$ cat config.mk
export PLATFORM = sky130hd
export DESIGN_NAME = wait_sleep_ctrl
export DESIGN_NICKNAME = d
export VERILOG_FILES = /design/src/rtl/wait_sleep_pkg.sv /design/src/rtl/wake_evt_reg.sv /design/src/rtl/wake_decode.sv /design/src/rtl/wait_sleep_ctrl.sv
export SDC_FILE = /design/constraint.sdc
export NUM_CORES = 1
export LEC_CHECK = 0
export ABC_AREA = 1
export BUFFER_PORTS_ARGS = -buffer_cell sky130_fd_sc_hd__buf_4
export CORE_MARGIN = 10
export CORE_UTILIZATION = 27
export DETAILED_ROUTE_END_ITERATION = 10
export SETUP_SLACK_MARGIN = 0.1
export SLEW_MARGIN = 20
export SYNTH_ARGS = -nofsm -noshare
export SYNTH_HDL_FRONTEND = slang
export SYNTH_SLANG_ARGS = --single-unit
$ cat constraint.sdc
create_clock -name clk_i -period 3.6 [get_ports clk_i]
set_clock_uncertainty 0.1 [all_clocks]
set_input_delay 0.18 -clock clk_i [delete_from_list [all_inputs] [get_ports clk_i]]
set_output_delay 0.18 -clock clk_i [all_outputs]
set_load 0.05 [all_outputs]
$ cat src/rtl/wait_sleep_pkg.sv
`timescale 1ns/1ps
package wait_sleep_pkg;
  localparam int NUM_EVT_SRC  = 4;
  localparam int NUM_WAKE_SRC = 3;

  typedef enum logic [1:0] {
    ST_RUN = 2'd0,
    ST_WFI = 2'd1,
    ST_WFE = 2'd2
  } slp_state_e;
endpackage

$ cat src/rtl/wake_evt_reg.sv
`timescale 1ns/1ps
module wake_evt_reg #(
  parameter int NUM_SRC = 4
) (
  input  logic               clk_i,
  input  logic               rst_ni,
  input  logic [NUM_SRC-1:0] evt_i,
  input  logic               consume_i,
  output logic               pending_o
);
  logic ev_q;

  // new events win over a consume in the same cycle
  always_ff @(posedge clk_i or negedge rst_ni) begin
    if (!rst_ni) ev_q <= 1'b0;
    else         ev_q <= (ev_q & ~consume_i) | (|evt_i);
  end

  assign pending_o = ev_q;
endmodule

$ cat src/rtl/wake_decode.sv
`timescale 1ns/1ps
module wake_decode
  import wait_sleep_pkg::*;
#(
  parameter int NUM_WAKE = 3
) (
  input  slp_state_e          st_i,
  input  logic [NUM_WAKE-1:0] wake_src_i,
  input  logic                ev_pend_i,
  output logic                wake_o
);
  always_comb begin
    unique case (st_i)
      ST_WFI:  wake_o = |wake_src_i;
      ST_WFE:  wake_o = (|wake_src_i) | ev_pend_i;
      default: wake_o = 1'b0;
    endcase
  end
endmodule

$ cat src/rtl/wait_sleep_ctrl.sv
`timescale 1ns/1ps
module wait_sleep_ctrl
  import wait_sleep_pkg::*;
(
  input  logic clk_i,
  input  logic rst_ni,
  input  logic wfi_req_i,
  input  logic wfe_req_i,
  input  logic irq_i,
  input  logic dbg_req_i,
  input  logic wake_rst_i,
  input  logic sev_local_i,
  input  logic sev_bcast_i,
  input  logic timer_evt_i,
  input  logic mon_clr_i,
  output logic clk_en_o,
  output logic sleep_o,
  output logic done_o
);
  slp_state_e               st_q, st_d;
  logic                     done_q, done_d;
  logic                     clk_en_q;
  logic                     consume;
  logic                     ev_pend;
  logic                     wake;
  logic [NUM_EVT_SRC-1:0]   evt_vec;
  logic [NUM_WAKE_SRC-1:0]  wake_vec;

  assign evt_vec  = {sev_bcast_i, sev_local_i, timer_evt_i, mon_clr_i};
  assign wake_vec = {irq_i, dbg_req_i, wake_rst_i};

  wake_evt_reg #(.NUM_SRC(NUM_EVT_SRC)) i_evt_reg (
    .clk_i     (clk_i),
    .rst_ni    (rst_ni),
    .evt_i     (evt_vec),
    .consume_i (consume),
    .pending_o (ev_pend)
  );

  wake_decode #(.NUM_WAKE(NUM_WAKE_SRC)) i_wake_dec (
    .st_i       (st_q),
    .wake_src_i (wake_vec),
    .ev_pend_i  (ev_pend),
    .wake_o     (wake)
  );

  always_comb begin
    st_d    = st_q;
    done_d  = 1'b0;
    consume = 1'b0;
    unique case (st_q)
      ST_RUN: begin
        if (wfi_req_i) begin
          st_d = ST_WFI;
        end else if (wfe_req_i) begin
          if (ev_pend) begin
            done_d  = 1'b1;
            consume = 1'b1;
          end else begin
            st_d = ST_WFE;
          end
        end
      end
      ST_WFI: begin
        if (wake) begin
          st_d   = ST_RUN;
          done_d = 1'b1;
        end
      end
      ST_WFE: begin
        if (wake) begin
          st_d    = ST_RUN;
          done_d  = 1'b1;
          consume = 1'b1;
        end
      end
      default: st_d = ST_RUN;
    endcase
  end

  always_ff @(posedge clk_i or negedge rst_ni) begin
    if (!rst_ni) begin
      st_q     <= ST_RUN;
      done_q   <= 1'b0;
      clk_en_q <= 1'b1;
    end else begin
      st_q     <= st_d;
      done_q   <= done_d;
      clk_en_q <= (st_d == ST_RUN);
    end
  end

  assign clk_en_o = clk_en_q;
  assign sleep_o  = (st_q != ST_RUN);
  assign done_o   = done_q;
endmodule

==> results by stage, run 1 <==
Min path:
- Along the worst hold path, the cell count comes to 3.
- The worst hold path terminates at i_evt_reg.pending_o$_DFF_PN0_.
- The worst hold path class is input port to flop.
- The beginning of the worst hold path is timer_evt_i.

Critical path:
- The worst reg2reg path endpoint is clk_en_o$_DFF_PN1_.
- The beginning of the worst register-to-register path is st_q[1]$_DFF_PN0_.
- The worst path required time is 3.32 ns.
- The critical path in this run is classified as flop to primary output.
- The worst setup path startpoint is st_q[1]$_DFF_PN0_.
- At the worst endpoint, the arrival time is 1.21 ns.
- STA classifies the critical path endpoint as a primary output.
- The flop-to-flop setup slack is 2.11 ns.
- The cell occurring most often along the worst timing path is sky130_fd_sc_hd__inv_1.
- Measured in cells, the most critical reg-to-reg path has a length of 8.
- The critical path's largest stage delay is 0.42 ns.
- STA classifies the critical path startpoint as a flop.
- Among all stages on the critical path, the largest delay is contributed by sky130_fd_sc_hd__dfrtp_1.
- Traced cell by cell, the critical path runs through inv_1, ha_1, inv_1, buf_4.
- Of all nets on the critical path, the largest fanout is 5.

Pwr:
- The share of total power dissipated in sequential elements is 0.245.
- In this run the power spent charging and discharging nets is 0.000165 W.
- The combinational fraction of design power is 0.570.
- The internal power of the cells is 0.000190 W.
- The leakage power summed over all cells is 0.271 nW.
- Of the total power, the share spent switching nets is 0.464.
- Of the total power, the clock network draws 0.185.
- The worst-case IR drop observed on VDD is 0.277 mV.
- Dividing total power by cell area gives a power density of 699 nW/um^2.

Yosys:
- The share of the synthesized area in the top cell type is 0.282.
- The average instance in the mapped netlist occupies 8.08 um^2.
- The post-synthesis instance area is 355 um^2.
- Counting instances in the post-synthesis netlist gives the leading cell types as 8 x sky130_fd_sc_hd__inv_1, 7 x sky130_fd_sc_hd__nand2_1, 4 x sky130_fd_sc_hd__dfrtp_1, 4 x sky130_fd_sc_hd__ha_1.
- The number of warnings printed during yosys synthesis is 0.
- In this run, synthesis inferred 0 flip-flops with an integrated enable.
- Yosys mapped the design onto 16 distinct sky130hd cell types.
- The number of instances in the synthesized netlist is 44.
- The number of nets handed over by synthesis was 59.
- The share of the yosys chip area belonging to registers is 0.356.
- The proportion of register bits with asynchronous set or reset after synthesis is 1.00.
- The most frequently used cell type in the post-synthesis netlist is sky130_fd_sc_hd__inv_1.
- By area the synthesized netlist is led by sky130_fd_sc_hd__dfrtp_1 28%, sky130_fd_sc_hd__ha_1 14%, sky130_fd_sc_hd__inv_1 8.5%, sky130_fd_sc_hd__dfstp_2 7.4%, sky130_fd_sc_hd__nand2_1 7.4%.
- The leading area contributor after synthesis is sky130_fd_sc_hd__dfrtp_1.
- For this run, the leading register cell type out of synthesis is sky130_fd_sc_hd__dfrtp_1.
- The register bit total from synthesis is 5.

Die:
- The die is 56.3 um tall.
- The floorplan step set the die width to 56.3 um.
- The area enclosed by the die boundary is 3170 um^2.
- 14 I/O pins were placed.
- Row generation in the floorplan step produced 13 rows.
- The core region is 1270 um^2.
- For this configuration, the core starts out at a cell density of 0.280.

Layout:
- The count of placed standard cells in the final layout, fillers left out is 77.
- The share of cells above drive strength 1 is 0.419.
- At the end of the flow, the number of nets in the layout was 78.
- The area added between synthesis and finish is 43.0%.
- The count of inserted antenna diode cells is 0.

STA:
- Setup violations remaining at the end of the flow were counted as 0.
- The final period utilization is 0.415.
- The final-report max-slew violation count came to 0.
- The minimum period implied by the final worst setup slack is 1.49 ns.
- The transition at the pin with the smallest max-transition slack is 0.241 ns.
- Across all setup checks in the final design, the least slack found is 2.11 ns.
- In this run the tightest slew margin relative to its limit is 0.838.
- Setup repair after global routing left no endpoint under its margin.
- After routing, the total negative slack on setup checks comes to 0 ns.
- The number of failing hold endpoints at the final stage is 0.
- Based on the critical path, the design can be clocked at up to 669 MHz.
- Across all hold checks on the routed design, the worst slack comes to 0.0438 ns.

Placement:
- Detailed placement ended at an HPWL of 643 um.
- At the end of routability-driven placement, the weighted congestion stood at 0.831.
- In this run the tool buffered the top-level ports with 13 buffer cells.
- In this run, placement finished with an instance count of 72.
- The post-placement setup slack is 2.12 ns.

Drt:
- The number of routed nets with antenna violations is 0.
- The number of iterations in the first detailed-routing pass is 4.
- Detailed routing inserted a total of 334 vias.
- Wires add up to 828 um.
- The post-detailed-route via-to-cell ratio is 4.34.
- The average wire length per cell after detail routing is 10.8 um.
- After detailed routing, the number of remaining DRC violations is 0.
- The number of violations reported at the end of detailed-routing iteration 0 is 6.

GRT:
- The maximum number of pins on one net before global-route repair is 6.
- In the global route stage, overall resource usage came out at 0.0608.
- For this run the aggregate overflow at the end of global routing stands at 0.
- The number of global-route vias before repair is 336.
- The first global-routing pass estimated 1530 um of wire.
- The initial antenna violation count came to 0.

Clock network:
- The post-CTS setup buffer count is 0.
- For the worst-skew pair, the clock arrives at the later sink with an insertion delay of 0.24 ns.
- Counting along the longest clock path gives a buffer depth of 2.
- Clock-pin slew was measured on the worst setup and hold paths at 0.05 ns.
- The clock net in this run drives a total of 5 sinks.
- The number of hold buffers added after CTS was 1.
- The H-tree depth is 1.
- The clock tree root driver cell is sky130_fd_sc_hd__clkbuf_4.
- The number of gates resized after CTS is 0.
- The CTS tree is done.
- Clock tree synthesis inserted a total of 3 buffers.

Status:
- The run finished with clean final reports.

Run:
- The max-capacitance violation count is 0.
==> logic make-up after synthesis <==
group / after synthesis / synth area share
and+or+nand+nor: 20 / 0.296
buffers and inverters: 9 / 0.0951
AOI/OAI and AO/OA: 6 / 0.113
DFF: 5 / 0.356
adders and majority gates: 4 / 0.141
==> layout make-up <==
| class | instances | area, um^2 |
|---|---|---|
| Timing Repair Buffer | 14 | 108 |
| Clock buffer | 4 | 26.3 |
| Multi-Input combinational cell | 30 | 195 |
| Fill cell | 133 | 761 |
| Sequential cell | 5 | 126 |
| Inverter | 9 | 33.8 |
| Tap cell | 15 | 18.8 |
==> state kept, by name, indices dropped and copies added, names as in the netlist <==
| signal | count |
|---|---|
| clk_en_o | 1 |
| i_evt_reg.pending_o | 1 |
| done_o | 1 |
| st_q | 2 |
==> placed cells by master (no fill, tap or decap), drive strengths merged <==
master	n
inv	9
buf	13
nor4	1
dfstp	1
ha	4
dlygate4sd3	1
nand2	10
dfrtp	4
nor2	5
o21ai	2
nand3	4
clkbuf	4
a21oi	3
o21bai	1
==> power groups by stage <==
stage / Combinational, W / Clock [W] / Sequential (W)
global placement: 0.000202 / 0 / 0.0000878
floorplan: 0.000114 / 0 / 0.000127
detailed placement: 0.000202 / 0 / 0.0000887
global route: 0.000221 / 0.0000769 / 0.0000897
CTS: 0.000205 / 0.0000699 / 0.0000873
finish: 0.000203 / 0.0000656 / 0.0000871
==> worst max-delay path, delay by kind of cell (launching register included) <==
family | cells | cell delay (ns)
buffers and inverters | 3 | 0.35
flip-flops | 1 | 0.42
adder cells (fa/ha/maj) | 1 | 0.20
==> worst max path at each step <==
stage / cells after the start / slack [ns] / end
detailed placement: 8 / 2.12 / clk_en_o$_DFF_PN1_
global placement: 8 / 2.14 / clk_en_o$_DFF_PN1_
global route: 4 / 2.00 / sleep_o
finish: 4 / 2.11 / sleep_o
floorplan: 7 / 2.07 / clk_en_o$_DFF_PN1_
CTS: 4 / 2.09 / sleep_o
==> metrics by stage <==
stage | utilization | area, um^2 | total power [W]
6_report | 0.400 | 508 | 0.000355
5_1_grt | 0.400 | 508 | 0.000388
4_1_cts | 0.400 | 508 | 0.000363
3_5_place_dp | 0.372 | 472 | 0.000291
3_3_place_gp | 0.372 | 472 | 0.000290
2_1_floorplan | - | 355 | 0.000240
==> layer usage <==
layer | global-route usage | share of wire | up-vias
met5 | 0 | 0 | -
li1 | - | - | 175
met1 | 0.0690 | 0.50 | 143
met4 | 0.0412 | 0.017 | 0
met3 | 0.0337 | 0.066 | 2
met2 | 0.0840 | 0.42 | 14
(Power assumes the default switching activity.)
==> run 2: changes to the inputs <==
- clock period: 3.6 -> 1.4 ns (I/O delays scaled with it)
==> run 2 against run 1 <==
Net effect: die area unchanged; register-to-register slack got worse by 2.1 ns; sequential power increased to 2.6 times the previous value; count of clock-buffer cells in the layout unchanged; largest power group unchanged.
==> results by stage, run 2 (synthesized netlist as in run 1, its figures left out) <==
Critical path:
- The worst reg2reg path endpoint is clk_en_o$_DFF_PN1_.
- The maximum fanout along the worst path is 4 (-1).
- The worst path required time came to 1.47 ns (-1.85 ns).
- In this run the critical register-to-register path is launched from st_q[1]$_DFF_PN0_.
- The worst setup path is captured at a flop.
- Tracing the worst setup path back leads to its startpoint at st_q[1]$_DFF_PN0_.
- The flop-to-flop setup slack is 0.005 ns (-2.10 ns).
- The arrival time at the worst endpoint is 1.47 ns (+0.26 ns).
- The startpoint type of the worst setup path is a flop.
- The critical path in this run is classified as flop to flop.
- The depth of the most critical reg-to-reg path is 8 (unchanged).

Layout:
- The library cell used most frequently in the layout, excluding fill and tap cells, is sky130_fd_sc_hd__buf_4.
- The count of placed standard cells in the final layout, fillers left out is 88 (+14%).
- The post-layout net count came to 89 (+14%).
- The register area is 126 um^2 (unchanged).
- The flip-flop count of the largest register after layout is 2 (unchanged).
- The final design utilization was 0.516 (+0.115).
- The count of inserted antenna diode cells is 0 (unchanged).
- The count of filler cells inserted in the layout is 114 (-14%).
- The share of cells above drive strength 1 is 0.603 (+0.183).
- The area added between synthesis and finish is 84.2%.
- The register ranked first by flip-flop count is st_q.
- In the layout the commonest cells are 19 x sky130_fd_sc_hd__buf_4, 5 x sky130_fd_sc_hd__inv_1, 5 x sky130_fd_sc_hd__nand2_1, 5 x sky130_fd_sc_hd__dlygate4sd3_1.
- The footprint of the multi-input gates was 241 um^2 (+24%).

Clock network:
- The clock tree root driver cell is sky130_fd_sc_hd__clkbuf_4.
- The H-tree depth is 1 (unchanged).
- The CTS tree is done.
- The TritonCTS sink count is 5 (unchanged).
- The latest clock arrival within the worst-skew pair came to 0.24 ns (about the same).
- The total clock buffers created by CTS is 3 (unchanged).
- The worst-case clock buffer depth was 2 (unchanged).
- The clock slew seen by the registers of the worst setup and hold paths came to 0.05 ns (about the same).

GRT:
- The maximum number of pins on one net before global-route repair is 6 (unchanged).
- The met1 routing resource usage after global routing is 0.0673 (-0.00166).
- The initial antenna violation count came to 0 (unchanged).
- The number of global-route vias before repair was 414 (+23%).
- The total routing resource utilization after global routing is 0.0656 (+0.00480).
- The met2 layer usage reported by global route came to 0.109 (+0.0254).
- The total grt overflow is 0 (unchanged).
- The global-route layer with the greatest usage is met2.
- The met3 usage in global routing came to 0.0315 (-0.00225).
- The global-route wire length before repair was 1750 um (+14%).

Min path:
- The cell depth of the worst hold path is 3 (unchanged).
- The tightest min-delay check is of the input port to flop type.
- The startpoint identified for the worst hold timing path is wfe_req_i.
- The path with the worst hold slack has its endpoint at done_o$_DFF_PN0_.

Die:
- The core area is 1270 um^2 (unchanged).
- The starting density of the core was 0.280 (unchanged).
- The die height is 56.3 um (unchanged).
- The width of the die came to 56.3 um (unchanged).
- The area enclosed by the die boundary was 3170 um^2 (unchanged).
- The total I/O pin count came to 14 (unchanged).
- The number of rows created at floorplan came to 13 (unchanged).

Placement:
- The post-placement cell count is 74 (+2.8%).
- The final weighted congestion in routability-driven placement came to 0.683 (-18%).
- The count of input and output buffers is 13 (unchanged).
- The post-DP HPWL is 724 um (+12%).

Drt:
- The number of iterations in the first detailed-routing pass came to 3 (-1).
- The number of remaining DRC errors is 0 (unchanged).
- The number of violations reported at the end of detailed-routing iteration 0 is 5 (-1).
- The average wire length per cell after detail routing is 11.2 um (+4.0%).
- The vias after detailed routing is 376 (+13%).
- The post-detailed-route via-to-cell ratio is 4.27 (-1.5%).
- The routed wire length is 984 um (+19%).
- The number of routed nets with antenna violations is 0 (unchanged).

Status:
- The run finished with clean final reports.

Pwr:
- The leakage power summed over all cells is 0.329 nW (+22%).
- The overall power of the completed layout is 0.00113 W (+220%).
- The maximum ir drop on the vdd rail is 0.626 mV (+130%).
- The ratio of total power to cell area is 1730 nW/um^2 (+150%).

STA:
- The final-report max-slew violation count is 0 (unchanged).
- The tightest slew margin relative to the limit was 0.805 (-0.0327).
- The minimum period implied by the final worst setup slack is 1.39 ns.
- The final period utilization is 0.996.
- The transition at the pin with the smallest max-transition slack is 0.290 ns (+0.0486 ns).
- The total setup violations reported at the end of the flow came to 0 (unchanged).
- The maximum clock frequency is 717 MHz.
- Setup repair after global routing could not meet its margin everywhere.
- The number of failing hold endpoints at the final stage is 0 (unchanged).

Run:
- The max-capacitance violation count is 0 (unchanged).
[run 2: critical path, cell delays in order (launching register included)]
cell and delay, ns:
sky130_fd_sc_hd__dfrtp_1 0.42, sky130_fd_sc_hd__inv_2 0.08, sky130_fd_sc_hd__ha_4 0.27, sky130_fd_sc_hd__inv_2 0.04, sky130_fd_sc_hd__nor2_4 0.10, sky130_fd_sc_hd__nand2_4 0.07, sky130_fd_sc_hd__nand2_2 0.08, sky130_fd_sc_hd__nand2_2 0.05
sky130_fd_sc_hd__o21ai_2 0.12
[run 2: how the worst max path moves through the flow]
stage	slack, ns	to
after CTS	0.01	clk_en_o$_DFF_PN1_
after global routing	-0.08	clk_en_o$_DFF_PN1_
final	0.005	clk_en_o$_DFF_PN1_
after detailed placement	-0.02	clk_en_o$_DFF_PN1_
after global placement	0.004	clk_en_o$_DFF_PN1_
after floorplan	-0.11	i_evt_reg.pending_o$_DFF_PN0_
[run 2: per-stage QoR]
stage               setup slack, ns  hold WS [ns]  setup TNS (ns)  cell area [um^2]
floorplan                    -0.106        -0.326          -0.221               374
global placement            0.00400        -0.225               0               505
detailed placement          -0.0208        -0.224         -0.0208               505
CTS                          0.0129        0.0123               0               637
global route                -0.0824        0.0315          -0.208               654
finish                      0.00522        0.0313               0               654
[run 2: final cells by class]
type / count / area share
Multi-Input combinational cell: 30 / 0.369
Sequential cell: 5 / 0.193
Inverter: 9 / 0.0574
Clock buffer: 4 / 0.0402
Tap cell: 15 / 0.0287
Timing Repair Buffer: 25 / 0.312
[run 2: power by group]
group,total (W),internal (W),switching [W]
Sequential,0.000225,0.000201,0.0000248
Combinational,0.000738,0.000318,0.000420
Clock,0.000166,0.000108,0.0000581
[run 2: timing repair]
| item | CTS | global route |
|---|---|---|
| hold buffers | 5 | 0 |
| endpoints found under the hold margin | 6 | 0 |
| pin swaps | 8 | 0 |
| buffers inserted | 4 | 1 |
| setup endpoints to repair | 6 | 6 |
| resized for setup | 7 | 2 |
[run 2: layer usage]
| layer | wire [um] | up-vias |
|---|---|---|
| li1 | - | 193 |
| met1 | 407 | 166 |
| met2 | 476 | 15 |
| met3 | 86 | 2 |
| met4 | 14 | 0 |
| met5 | 0 | - |
==> run 3: changes to the inputs <==
- ABC_AREA: 1 -> not set
- CORE_AREA: not set -> 10 10 47 49
- CORE_MARGIN: 10 -> not set
- CORE_UTILIZATION: 27 -> not set
- DIE_AREA: not set -> 0 0 57 59
==> run 3 against run 2 <==
Net effect: the run now ends with negative setup slack left; clock power rose by 3%; final area decreased by 2.9%; utilization shrank 6.2 points; register-to-register slack worse by 0.03 ns; sequential power is essentially flat; sequential cell count stayed put; via count fell by 3.5%; total power down 7.0%; critical path depth shrank 3; count of clock-buffer cells in the layout stayed put; cell count fell by 6.8%; synthesized area down 2.5%.
==> results by stage, run 3 <==
Status:
- The flow ran to the end, but the final reports show violations.
- The checks that failed: negative setup slack.

GRT:
- The number of global-route vias before repair was 407 (-1.7%).
- The maximum number of pins on one net before global-route repair is 6 (unchanged).
- The total grt overflow came to 0 (unchanged).
- The global-route wire length before repair came to 1730 um (-0.80%).
- The initial antenna violation count is 0 (unchanged).
- The total routing resource utilization after global routing is 0.0637 (-0.00192).

Layout:
- The post-layout net count was 82 (-7.9%).
- The register area is 128 um^2 (+0.99%).
- Leaving out fill and tap cells, the most frequent cells in the layout are 20 x sky130_fd_sc_hd__buf_4, 6 x sky130_fd_sc_hd__dlygate4sd3_1, 4 x sky130_fd_sc_hd__nand2_1.
- The library cell used most frequently in the layout, excluding fill and tap cells, is sky130_fd_sc_hd__buf_4.
- The footprint of the multi-input gates was 225 um^2 (-6.7%).
- The area added between synthesis and finish is 83.4%.
- The count of filler cells inserted in the layout came to 138 (+21%).
- The count of inserted antenna diode cells is 0 (unchanged).
- The register ranked first by flip-flop count is st_q.
- The share of cells above drive strength 1 is 0.485 (-0.118).
- The area of all placed cells without fillers is 636 um^2 (-2.9%).
- The count of placed standard cells in the final layout, fillers left out was 82 (-6.8%).
- The flip-flop count of the largest register after layout was 2 (unchanged).
- The final design utilization was 0.454 (-0.0622).

Critical path:
- The depth of the most critical reg-to-reg path is 5 (-3).
- The critical path's largest stage delay is 0.41 ns (about the same).
- The worst path required time is 1.42 ns (-0.05 ns).
- Broken down by cell family, the worst path's largest delay share belongs to compound AO/OA/AOI/OAI gates.
- STA classifies the critical path startpoint as a flop.
- The category of the critical setup timing path is flop to flop.
- The maximum fanout along the worst path is 4 (unchanged).
- On the critical path, the stage with the largest delay is an instance of sky130_fd_sc_hd__dfrtp_1.
- The worst path buffer plus inverter count is 1 (-1).
- The worst setup path is captured at a flop.
- The signal on the critical path passes through inv_2, ha_4, a2111oi_4, nor2_2, a21o_1.
- The arrival time at the worst endpoint is 1.45 ns (-0.02 ns).
- The total stage count of the critical path is 5 (-3).

Pwr:
- The maximum ir drop on the vdd rail is 0.732 mV (+17%).
- The power share of the sequential group came to 0.217 (+0.017).
- The combinational fraction of design power was 0.620 (-0.034).
- The switching portion of total power is 0.418 (-0.0271).
- The switching power is 0.000439 W (-13%).
- The internal power of the cells is 0.000611 W (-2.4%).
- The share of total power in the clock network came to 0.163 (+0.016).
- The ratio of total power to cell area is 1650 nW/um^2 (-4.2%).
- The leakage power summed over all cells is 0.298 nW (-9.3%).

Yosys:
- The proportion of register bits with asynchronous set or reset after synthesis is 1.00 (unchanged).
- The share of the synthesized area in the top cell type came to 0.289 (+0.00712).
- The share of the yosys chip area belonging to registers is 0.365 (+0.00899).
- The net count of the mapped netlist is 50 (-15%).
- The post-synthesis instance area is 347 um^2 (-2.5%).
- The most frequently used flop master after synthesis is sky130_fd_sc_hd__dfrtp_1.
- The number of instances in the synthesized netlist is 35 (-20%).
- Sorting the synthesized cells by how often they occur yields 4 x sky130_fd_sc_hd__dfrtp_1, 4 x sky130_fd_sc_hd__ha_1, 4 x sky130_fd_sc_hd__inv_1, 4 x sky130_fd_sc_hd__nand2_1, 2 x sky130_fd_sc_hd__nand2b_1.
- The mean instance size in the synthesized netlist came to 9.90 um^2 (+23%).
- The count of flip-flops with a built-in enable after synthesis is 0 (unchanged).
- The register bit total from synthesis is 5 (unchanged).
- Yosys attributes the largest share of cell area to sky130_fd_sc_hd__dfrtp_1 29%, sky130_fd_sc_hd__ha_1 14%, sky130_fd_sc_hd__a2111oi_4 7.9%, sky130_fd_sc_hd__dfstp_2 7.6%, sky130_fd_sc_hd__inv_1 4.3%.
- Summed over all instances, the cell type with the most area after synthesis is sky130_fd_sc_hd__dfrtp_1.
- The number of warnings printed during yosys synthesis is 0 (unchanged).
- The number of library cell types mapped by synthesis was 22 (+6).

Min path:
- The worst hold path class is input port to asynchronous set/reset pin.

STA:
- The tightest slew margin relative to the limit is 0.812 (+0.00702).
- The maximum clock frequency is 701 MHz (-2.2%).
- The total setup violations reported at the end of the flow is 2 (+2).
- The final period utilization is 1.02 (+0.0226).
- Setup repair after global routing could not meet its margin everywhere.
- The final-report max-slew violation count is 0 (unchanged).
- The final hold slack is 0.0674 ns (+0.0360 ns).
- The number of failing hold endpoints at the final stage came to 0 (unchanged).
- The transition at the pin with the smallest max-transition slack came to 0.281 ns (-0.00873 ns).
- The minimum period implied by the final worst setup slack is 1.43 ns (+0.0316 ns).
- The final worst slack was -0.0264 ns (-0.0316 ns).

Drt:
- The average wire length per cell after detail routing was 12.8 um (+14%).
- The number of iterations in the first detailed-routing pass was 4 (+1).
- The number of routed nets with antenna violations is 0 (unchanged).
- The number of violations reported at the end of detailed-routing iteration 0 is 6 (+1).
- The number of remaining DRC errors was 0 (unchanged).
- The post-detailed-route via-to-cell ratio was 4.43 (+3.6%).
- The routed wire length was 1050 um (+6.5%).
- The vias after detailed routing was 363 (-3.5%).

Placement:
- The final weighted congestion in routability-driven placement came to 0.707 (+3.6%).
- The count of input and output buffers came to 13 (unchanged).
- The post-DP HPWL is 724 um (about the same).
- The post-placement cell count is 68 (-8.1%).
- The total cell area at the placement stage is 514 um^2 (+1.7%).

Clock network:
- The clock tree root driver cell is sky130_fd_sc_hd__clkbuf_4.
- The total clock buffers created by CTS is 3 (unchanged).
- The latest clock arrival within the worst-skew pair is 0.24 ns (about the same).
- The worst-case clock buffer depth is 2 (unchanged).
- The H-tree depth came to 1 (unchanged).
- The clock slew seen by the registers of the worst setup and hold paths is 0.05 ns (about the same).
- TritonCTS built the clock tree.
- The TritonCTS sink count came to 5 (unchanged).

Die:
- The width of the die is 57 um (+1.3%).
- The core area was 1400 um^2 (+10%).
- The die height is 59 um (+4.8%).
- The number of rows created at floorplan came to 14 (+1).
- The total I/O pin count is 14 (unchanged).
- The starting density of the core was 0.247 (-0.0328).
- The area enclosed by the die boundary was 3360 um^2 (+6.2%).

Run:
- The max-capacitance violation count is 0 (unchanged).
==> run 3: changes by cell type after synthesis, moves of 2 or more <==
cell / delta
sky130_fd_sc_hd__inv_1: -4
sky130_fd_sc_hd__nand2_1: -3
sky130_fd_sc_hd__nand2_2: -3
sky130_fd_sc_hd__a21oi_1: -2
sky130_fd_sc_hd__nand2b_1: +2
sky130_fd_sc_hd__nand3_1: -2
sky130_fd_sc_hd__nor2_1: -2
sky130_fd_sc_hd__o21ai_2: -2
==> run 3: cell families (layout without fill, tap and decap cells) <==
group	Yosys count	after routing	share of synthesized area
AND/OR/NAND/NOR	14	14	0.220
AO/OA/AOI/OAI	8	8	0.227
flip-flops	5	5	0.365
adder cells (fa/ha/maj)	4	4	0.144
buffers and inverters	4	35	0.0433
==> run 3: power by group through the flow <==
stage	combinational [W]	sequential, W	clock (W)
after floorplan	0.000272	0.000332	0
after global placement	0.000563	0.000234	0
after detailed placement	0.000555	0.000236	0
after CTS	0.000630	0.000231	0.000177
after global routing	0.000700	0.000236	0.000192
final	0.000652	0.000228	0.000171
==> run 3: per-layer routing <==
metal  global-route usage  part of all wire
met3               0.0300             0.064
met2                0.126              0.57
met1               0.0586              0.36
met5                    0                 0
met4               0.0101                 0
==> run 3: final timing paths <==
path | startpoint | endpoint | slack, ns
max | st_q[0]$_DFF_PN0_ | done_o$_DFF_PN0_ | -0.03
min | rst_ni | st_q[1]$_DFF_PN0_ | 0.07
max reg2reg | st_q[0]$_DFF_PN0_ | done_o$_DFF_PN0_ | -0.03
min reg2reg | i_evt_reg.pending_o$_DFF_PN0_ | i_evt_reg.pending_o$_DFF_PN0_ | 0.50
max in group asynchronous | rst_ni | clk_en_o$_DFF_PN1_ | 0.94
min in group clk_i | wfe_req_i | i_evt_reg.pending_o$_DFF_PN0_ | 0.12
==> run 3: layout make-up <==
cell class,count,share of cell area
multi-input combinational,26,0.354
sequential,5,0.201
timing repair buffer,27,0.348
clock buffer,4,0.0413
inverter,4,0.0236
tap,16,0.0315
==> run 3: stage by stage <==
step / setup TNS, ns / total power [W] / setup WS [ns]
2_1_floorplan: 0 / 0.000603 / 0.0278
3_3_place_gp: -0.151 / 0.000797 / -0.0743
3_5_place_dp: -0.133 / 0.000791 / -0.0687
4_1_cts: -0.0549 / 0.00104 / -0.0434
5_1_grt: -0.384 / 0.00113 / -0.130
6_report: -0.0383 / 0.00105 / -0.0264
==> run 3: worst reg2reg max path: cells and delay by family (launching register included) <==
family | cells | cell delay [ns]
AND/OR/NAND/NOR | 1 | 0.09
adder cells (fa/ha/maj) | 1 | 0.17
AO/OA/AOI/OAI | 2 | 0.46
buffers and inverters | 1 | 0.08
flip-flops | 1 | 0.41
==> run 3: timing repair <==
| action | CTS | global route |
|---|---|---|
| hold buffers | 6 | 0 |
| hold endpoints to repair | 7 | 0 |
| cloned | 0 | 0 |
| resized for setup | 2 | 0 |
| endpoints found under the setup margin | 6 | 6 |
| buffers inserted | 3 | 1 |
